File: config.mk
export PLATFORM = sky130hd
export DESIGN_NAME = lane_reshape_unit
export DESIGN_NICKNAME = d
export VERILOG_FILES = /design/src/rtl/lane_reshape_pkg.sv /design/src/rtl/lane_sat.sv /design/src/rtl/lane_extend.sv /design/src/rtl/lane_pack.sv /design/src/rtl/lane_reshape_unit.sv
export SDC_FILE = /design/constraint.sdc
export NUM_CORES = 1
export LEC_CHECK = 0
export BUFFER_PORTS_ARGS = -buffer_cell sky130_fd_sc_hd__buf_4
export CORE_MARGIN = 8
export CORE_UTILIZATION = 45
export DETAILED_ROUTE_END_ITERATION = 10
export GPL_ROUTABILITY_DRIVEN = 0
export PLACE_DENSITY = 0.7
export SYNTH_ARGS = -nofsm -noshare
export SYNTH_HDL_FRONTEND = slang
export SYNTH_HIERARCHICAL = 1
export SYNTH_SLANG_ARGS = --single-unit
File: constraint.sdc
create_clock -name vclk -period 4.8
set_input_delay 0.24 -clock vclk [all_inputs]
set_output_delay 0.24 -clock vclk [all_outputs]
set_load 0.01 [all_outputs]
File: src/rtl/lane_reshape_pkg.sv
package lane_reshape_pkg;
  localparam int OP_W = 3;

  typedef enum logic [OP_W-1:0] {
    OP_SAT_S   = 3'd0,
    OP_SAT_U   = 3'd1,
    OP_EXT_S   = 3'd2,
    OP_EXT_U   = 3'd3,
    OP_EXTA_S  = 3'd4,
    OP_EXTA_U  = 3'd5,
    OP_PACK_BT = 3'd6,
    OP_PACK_TB = 3'd7
  } lane_op_e;
endpackage

File: src/rtl/lane_sat.sv
module lane_sat #(
  parameter int LANE_W = 16
) (
  input  logic [LANE_W-1:0]         lane_i,
  input  logic [$clog2(LANE_W)-1:0] width_i,
  input  logic                      signed_i,
  output logic [LANE_W-1:0]         lane_o
);
  localparam int EXT_W = LANE_W + 2;

  logic signed [EXT_W-1:0] val, hi, lo;

  // signed: field holds n-1, so max = 2^field - 1; unsigned: field holds n
  always_comb begin
    val = {{2{lane_i[LANE_W-1]}}, lane_i};
    hi  = (EXT_W'(1) << width_i) - EXT_W'(1);
    lo  = signed_i ? (-hi - EXT_W'(1)) : '0;
    if (val > hi)      lane_o = hi[LANE_W-1:0];
    else if (val < lo) lane_o = lo[LANE_W-1:0];
    else               lane_o = lane_i;
  end
endmodule

File: src/rtl/lane_extend.sv
module lane_extend #(
  parameter int LANE_W = 16,
  localparam int DATA_W  = 2 * LANE_W,
  localparam int BYTE_W  = LANE_W / 2,
  localparam int N_LANES = DATA_W / LANE_W,
  localparam int ROT_W   = $clog2(DATA_W / BYTE_W)
) (
  input  logic [DATA_W-1:0] src_i,
  input  logic [DATA_W-1:0] addend_i,
  input  logic [ROT_W-1:0]  rot_i,
  input  logic              signed_i,
  input  logic              acc_i,
  output logic [DATA_W-1:0] res_o
);
  logic [2*DATA_W-1:0] dbl;
  logic [DATA_W-1:0]   rotated;

  always_comb begin
    dbl     = {src_i, src_i} >> (rot_i * BYTE_W);
    rotated = dbl[DATA_W-1:0];
  end

  for (genvar g = 0; g < N_LANES; g++) begin : g_lane
    logic [BYTE_W-1:0] pick;
    logic              fill;
    logic [LANE_W-1:0] wide, addend;
    always_comb begin
      pick   = rotated[g*LANE_W +: BYTE_W];
      fill   = signed_i & pick[BYTE_W-1];
      wide   = {{(LANE_W-BYTE_W){fill}}, pick};
      addend = acc_i ? addend_i[g*LANE_W +: LANE_W] : '0;
      res_o[g*LANE_W +: LANE_W] = wide + addend;
    end
  end
endmodule

File: src/rtl/lane_pack.sv
module lane_pack #(
  parameter int LANE_W = 16,
  localparam int DATA_W = 2 * LANE_W,
  localparam int SH_W   = $clog2(DATA_W)
) (
  input  logic [DATA_W-1:0] a_i,
  input  logic [DATA_W-1:0] b_i,
  input  logic [SH_W-1:0]   shamt_i,
  input  logic              top_bottom_i,
  output logic [DATA_W-1:0] res_o
);
  logic [DATA_W-1:0] shl, sar;

  always_comb begin
    shl = b_i << shamt_i;
    sar = $signed(b_i) >>> shamt_i;
    if (top_bottom_i) res_o = {a_i[DATA_W-1:LANE_W], sar[LANE_W-1:0]};
    else              res_o = {shl[DATA_W-1:LANE_W], a_i[LANE_W-1:0]};
  end
endmodule

File: src/rtl/lane_reshape_unit.sv
module lane_reshape_unit
  import lane_reshape_pkg::*;
#(
  parameter int LANE_W = 16,
  localparam int DATA_W  = 2 * LANE_W,
  localparam int BYTE_W  = LANE_W / 2,
  localparam int N_LANES = DATA_W / LANE_W,
  localparam int ROT_W   = $clog2(DATA_W / BYTE_W),
  localparam int SH_W    = $clog2(DATA_W),
  localparam int W_BITS  = $clog2(LANE_W)
) (
  input  logic [OP_W-1:0]   op_i,
  input  logic [DATA_W-1:0] a_i,
  input  logic [DATA_W-1:0] b_i,
  input  logic [ROT_W-1:0]  rot_i,
  input  logic [SH_W-1:0]   shamt_i,
  input  logic [W_BITS-1:0] sat_w_i,
  output logic [DATA_W-1:0] res_o
);
  lane_op_e          op;
  logic              sat_signed, ext_signed, ext_acc, pack_tb;
  logic [DATA_W-1:0] sat_res, ext_res, pack_res;

  always_comb begin
    op         = lane_op_e'(op_i);
    sat_signed = (op == OP_SAT_S);
    ext_signed = (op == OP_EXT_S) || (op == OP_EXTA_S);
    ext_acc    = (op == OP_EXTA_S) || (op == OP_EXTA_U);
    pack_tb    = (op == OP_PACK_TB);
  end

  for (genvar g = 0; g < N_LANES; g++) begin : g_sat
    lane_sat #(.LANE_W(LANE_W)) u_sat (
      .lane_i  (a_i[g*LANE_W +: LANE_W]),
      .width_i (sat_w_i),
      .signed_i(sat_signed),
      .lane_o  (sat_res[g*LANE_W +: LANE_W])
    );
  end

  lane_extend #(.LANE_W(LANE_W)) u_ext (
    .src_i   (b_i),
    .addend_i(a_i),
    .rot_i   (rot_i),
    .signed_i(ext_signed),
    .acc_i   (ext_acc),
    .res_o   (ext_res)
  );

  lane_pack #(.LANE_W(LANE_W)) u_pack (
    .a_i         (a_i),
    .b_i         (b_i),
    .shamt_i     (shamt_i),
    .top_bottom_i(pack_tb),
    .res_o       (pack_res)
  );

  always_comb begin
    unique case (op)
      OP_SAT_S, OP_SAT_U:     res_o = sat_res;
      OP_PACK_BT, OP_PACK_TB: res_o = pack_res;
      default:                res_o = ext_res;
    endcase
  end
endmodule

==> results of run 1 <==
-- layout make-up --
type               count  share of cell area (%)
multi-input cells   1208                   85.08
repair buffers       158                   10.63
well taps            285                   3.130
inverters             35                   1.153
-- layout by cell type, fill, tap and decap left out, types with 9 or more instances in the layout --
cell | synthesis | layout
o21ai_0 | 54 | 53
and2_1 | 37 | 37
a21oi_1 | 73 | 73
mux2i_1 | 63 | 63
o21ai_1 | 38 | 39
a22oi_1 | 49 | 49
ha_1 | 101 | 98
and3_1 | 13 | 12
xnor2_1 | 23 | 23
nor2_1 | 115 | 114
inv_1 | 29 | 29
nand2_1 | 177 | 176
o211ai_1 | 14 | 14
a21o_1 | 13 | 13
nor2b_1 | 12 | 12
o21a_1 | 16 | 16
nand3_1 | 38 | 38
a31oi_1 | 17 | 16
mux2_2 | 20 | 20
nor3_1 | 27 | 25
nand4_1 | 24 | 24
a211oi_1 | 28 | 28
mux4_2 | 74 | 74
buf_4 | 5 | 156
mux4_1 | 9 | 9
-- critical path: stages --
cell       delay [ns]
buf_4            0.12
buf_4            0.18
nor4_4           0.30
inv_1            0.16
ha_4             0.24
or2_2            0.30
o21ai_0          0.14
nand3_1          0.08
and3_1           0.24
nand2_1          0.10
ha_1             0.22
nand2_1          0.10
nor3_4           0.07
a2111oi_4        0.50
a21boi_1         0.12
buf_4            0.20
nor4_1           0.24
o31a_1           0.22
a22oi_1          0.08
o21ai_1          0.26
buf_4            0.18
-- how the worst max path moves through the flow --
stage | startpoint | endpoint | slack [ns] | cells after the start
3_5_place_dp | sat_w_i[3] | res_o[14] | 0.03 | 19
2_1_floorplan | sat_w_i[3] | res_o[24] | 0.35 | 20
4_1_cts | sat_w_i[3] | res_o[14] | 0.008 | 19
6_report | sat_w_i[3] | res_o[0] | 0.25 | 21
3_3_place_gp | sat_w_i[3] | res_o[19] | 0.14 | 19
5_1_grt | sat_w_i[3] | res_o[0] | 0.008 | 21
-- routing by layer --
layer | wire length [um] | global-route usage [%]
met3 | 5142 | 5.800
met1 | 15400 | 34.65
met5 | 0 | 0
met2 | 16870 | 40.58
met4 | 1150 | 7.220
-- metrics by stage --
stage	hold slack, ns	util, %	instance area, um^2	power (mW)
after global placement	1.051	50.00	11320	1.330
after floorplan	0.7712	-	10400	0.9194
after global routing	1.123	50.32	11390	1.500
final	1.086	50.32	11390	1.398
after CTS	1.081	50.00	11320	1.355
after detailed placement	1.078	50.00	11320	1.350
-- repair_timing --
action                                  4_1_cts  5_1_grt
setup buffers                                 0        1
resized for setup                             0       14
endpoints found under the setup margin        0       32
-- cell families after synthesis --
logic type	share of synthesized area, %
xor+xnor	2.444
mux	26.98
other cells	0.07226
compound gates	27.28
simple gates	22.87
buf+inv	7.512
fa+ha+maj	12.84
-- report_power, final --
part,internal (mW),total (mW),switching [mW],leakage [nW]
Sequential,0,0,0,0
Combinational,0.595,1.40,0.803,4.61
Clock,0,0,0,0
Total,0.595,1.40,0.803,4.61
==> impl_metrics.toml, run 1 <==
[outcome]
status = "completed"

[placed_design]
dp_hpwl_mm = 29.07
pre_cts_ws_ns = 0.03145
dp_cells = 1685
place.port_buffers = 110

[worst_hold_path]
min_path_type = "in2out"
holdPathEnd = "res_o[30]"
min_path_cells = 6
hold_start = "a_i[30]"

[layout]
n_antenna_cell = 0
n_clock_buffer = 0
multi_input_area_um2 = 9693
nNetsFinal = 1584
fin_cells = 1686
seq_cell_count = 0
syn_to_final_growth_pct = 9.607
fill_cells = 2178
drive_gt1_share_pct = 21.48
register_area_um2 = 0

[clock_network]
ctsHoldBuffers = 0

[drt]
drt-pass1-iter-count = 5
ant_nets = 0
via_count = 11820
routed_via_density = 7.013
drc_errors = 0
wl_per_cell_um = 22.87
routed_wl_mm = 38.56
drt-initial-drc-count = 1710

[critical_path]
required_ns = 4.56
cp.arrival_ns = 4.31
crit_type = "in2out"
end_kind = "primary output"
start_kind = "input port"
cp_max_fo = 15

[global_routing]
overflow = 0
grt_usage_pct = 25.73
grt_max_degree = 68
grt_pass1_vias = 11000
grt_pass1_wl_mm = 60.24
grt_antenna_before_repair = 0

[logic_synthesis]
yosysWarningCount = 6
synth_top_area_share_pct = 16.03
yosys.area.top_type = "mux4_2"
synthesis.area_um2 = 10390
synthTopCellsByArea = "mux4_2 (16%), ha_1 (12%), nand2_1 (6.4%)"
ys_seq_area_share_pct = 0
syn_area_per_cell_um2 = 7.671
syn_inst = 1355
synth_cell_types = 103
synth_commonest_cells = "nand2_1 (177), nor2_1 (115), ha_1 (101)"
synthMostInstantiatedCell = "nand2_1"

[timing]
setup_viol = 0
rsz0062_at_grt = "no"
finalSetupTns_ns = 0
hold_viol_final = 0
worst_slew_pin_slew_ns = 1.122
fin_ws_ns = 0.2452
max_freq_mhz = 219.5
maxSlewViolCount = 0
slew_headroom_pct = 25.22
finalCritPeriodShare_pct = 94.89
period_needed_ns = 4.555

[power]
ir_drop_uv = 118.2
leakagePower_nw = 4.612
pwr_density_cell_nw_per_um2 = 122.7

[floorplan]
rows = 55
dieHeight_um = 168.0
die-area_um2 = 28220
io-pin-count = 110
initial_core_util_pct = 45.91
die_x_um = 168.0
coreArea_um2 = 22640

[job]
cap_violations = 0
(Power assumes the default switching activity.)
==> run 2: changes to the inputs <==
--- a/config.mk
+++ b/config.mk
@@ -11,6 +11,7 @@
 export DETAILED_ROUTE_END_ITERATION = 10
 export GPL_ROUTABILITY_DRIVEN = 0
 export PLACE_DENSITY = 0.7
+export SLEW_MARGIN = 20
 export SYNTH_ARGS = -nofsm -noshare
 export SYNTH_HDL_FRONTEND = slang
 export SYNTH_HIERARCHICAL = 1
==> constraint.sdc (replaced) <==
create_clock -name vclk -period 4.4
set_input_delay 0.22 -clock vclk [all_inputs]
set_output_delay 0.22 -clock vclk [all_outputs]
set_load 0.05 [all_outputs]
==> run 2 against run 1 <==
  * Sequential share of layout area stayed put
  * Flip-flop and latch count stayed put
  * Core utilization is 2.8 points higher
  * Routed wire length grew 3.8%
  * Power up 29%
  * Worst setup slack worse by 0.068 ns
  * Clock-buffer cell count is the same
==> impl_metrics.toml, run 2 (same netlist as run 1, synthesis figures left out) <==
[outcome]
status = "completed"

[critical_path]
crit_type = "in2out"
cp_top_family = "simple AND/OR/NAND/NOR gates"
crit_slowest_cell = "a2111oi_4"
cp_max_fo = 8
cp.arrival_ns = 4.00
path_buf_inv = 5
max_stage_delay_ns = 0.42
path_cells = "buf_4 > buf_4 > nor4_4 > inv_1 > ha_4 > or2_2 > o21ai_1 > nand3_1 > and3_1 > nand2_1 > ha_1 > nand2_1 > nor3_4 > a2111oi_4 > nand3_2 > buf_4 > and4_4 > o31a_1 > a22oi_1 > o21ai_1 > buf_6"
crit_path_start = "sat_w_i[3]"
end_kind = "primary output"
required_ns = 4.18
critPathMostFrequentCell = "buf_4"
start_kind = "input port"

[power]
clock_power_share_pct = 0
intPower_uw = 716.4
power_mw = 1.800
leakagePower_nw = 4.891
switching_share_pct = 60.20
sequentialPowerShare_pct = 0
ir_drop_uv = 110.0
p_comb_share_pct = 100.0
power.net_switching_mw = 1.083
pwr_density_cell_nw_per_um2 = 149.8

[drt]
drt-initial-drc-count = 1416
routed_via_density = 6.904
drt-pass1-iter-count = 6
routed_wl_mm = 40.02
via_count = 11950
drc_errors = 0
wl_per_cell_um = 23.12
ant_nets = 0

[timing]
slew_headroom_pct = 39.57
period_needed_ns = 4.223
setup_viol = 0
finalCritPeriodShare_pct = 95.97
worst_slew_pin_slew_ns = 0.9065
hold_viol_final = 0
max_freq_mhz = 236.8
maxSlewViolCount = 0
finalSetupTns_ns = 0

[worst_hold_path]
holdPathEnd = "res_o[19]"
hold_start = "a_i[19]"
min_path_type = "in2out"
min_path_cells = 6

[layout]
drive_gt1_share_pct = 26.49
n_antenna_cell = 0
most-common-layout-cells = "buf_4 (190), nand2_1 (176), nor2_1 (113)"
n_clock_buffer = 0
layout_commonest_cell = "buf_4"
register_area_um2 = 0
seq_cell_count = 0
nNetsFinal = 1629
syn_to_final_growth_pct = 15.63

[global_routing]
grt_max_degree = 68
grt_usage_pct = 26.60
grt_pass1_wl_mm = 62.00
grt_pass1_vias = 11290
overflow = 0
grt_antenna_before_repair = 0

[clock_network]
ctsHoldBuffers = 0

[floorplan]
die-area_um2 = 28220
io-pin-count = 110
coreArea_um2 = 22640
die_x_um = 168.0
rows = 55
dieHeight_um = 168.0
initial_core_util_pct = 45.91

[placed_design]
dp_hpwl_mm = 30.41
place.port_buffers = 110

[job]
cap_violations = 0
## run 2: worst max-delay path by stage
stage | to | slack, ns | depth (start not counted)
after floorplan | res_o[24] | 0.003 | 20
after global placement | res_o[21] | -0.002 | 19
after detailed placement | res_o[24] | -0.12 | 19
after CTS | res_o[7] | 0.04 | 20
after global routing | res_o[17] | -0.05 | 20
final | res_o[6] | 0.18 | 21
## run 2: per-layer routing
layer	GRT usage (%)	wire length, um
met2	41.48	17430
met3	5.893	5035
met4	9.705	1619
met5	0	0
met1	35.43	15930
## run 2: repair_timing
action                     CTS  global route
gates cloned                 0             1
pin swaps                    0             9
setup endpoints to repair   19            32
resized for setup            6            39
setup buffers                1             3
## run 2: stage by stage
| step | worst slack (ns) | area [um^2] | cells | hold WS, ns | utilization [%] |
|---|---|---|---|---|---|
| 4_1_cts | 0.03999 | 11830 | 1727 | 1.098 | 52.27 |
| 6_report | 0.1773 | 12020 | 1731 | 1.098 | 53.08 |
| 2_1_floorplan | 0.002545 | 10550 | 1357 | 0.8518 | - |
| 5_1_grt | -0.04758 | 12020 | 1731 | 1.140 | 53.08 |
| 3_3_place_gp | -0.001954 | 11790 | 1726 | 1.103 | 52.05 |
| 3_5_place_dp | -0.1246 | 11790 | 1726 | 1.094 | 52.05 |
## run 2: final cells by class
type	count	area [um^2]
fillers	2106	10620
multi-input cells	1208	9931
repair buffers	203	1599
well taps	285	356.6
inverters	35	131.4
## run 2: power by group through the flow
stage	Sequential, mW	Clock [mW]	Combinational [mW]
2_1_floorplan	0	0	1.19
3_3_place_gp	0	0	1.68
3_5_place_dp	0	0	1.70
4_1_cts	0	0	1.72
5_1_grt	0	0	1.91
6_report	0	0	1.80
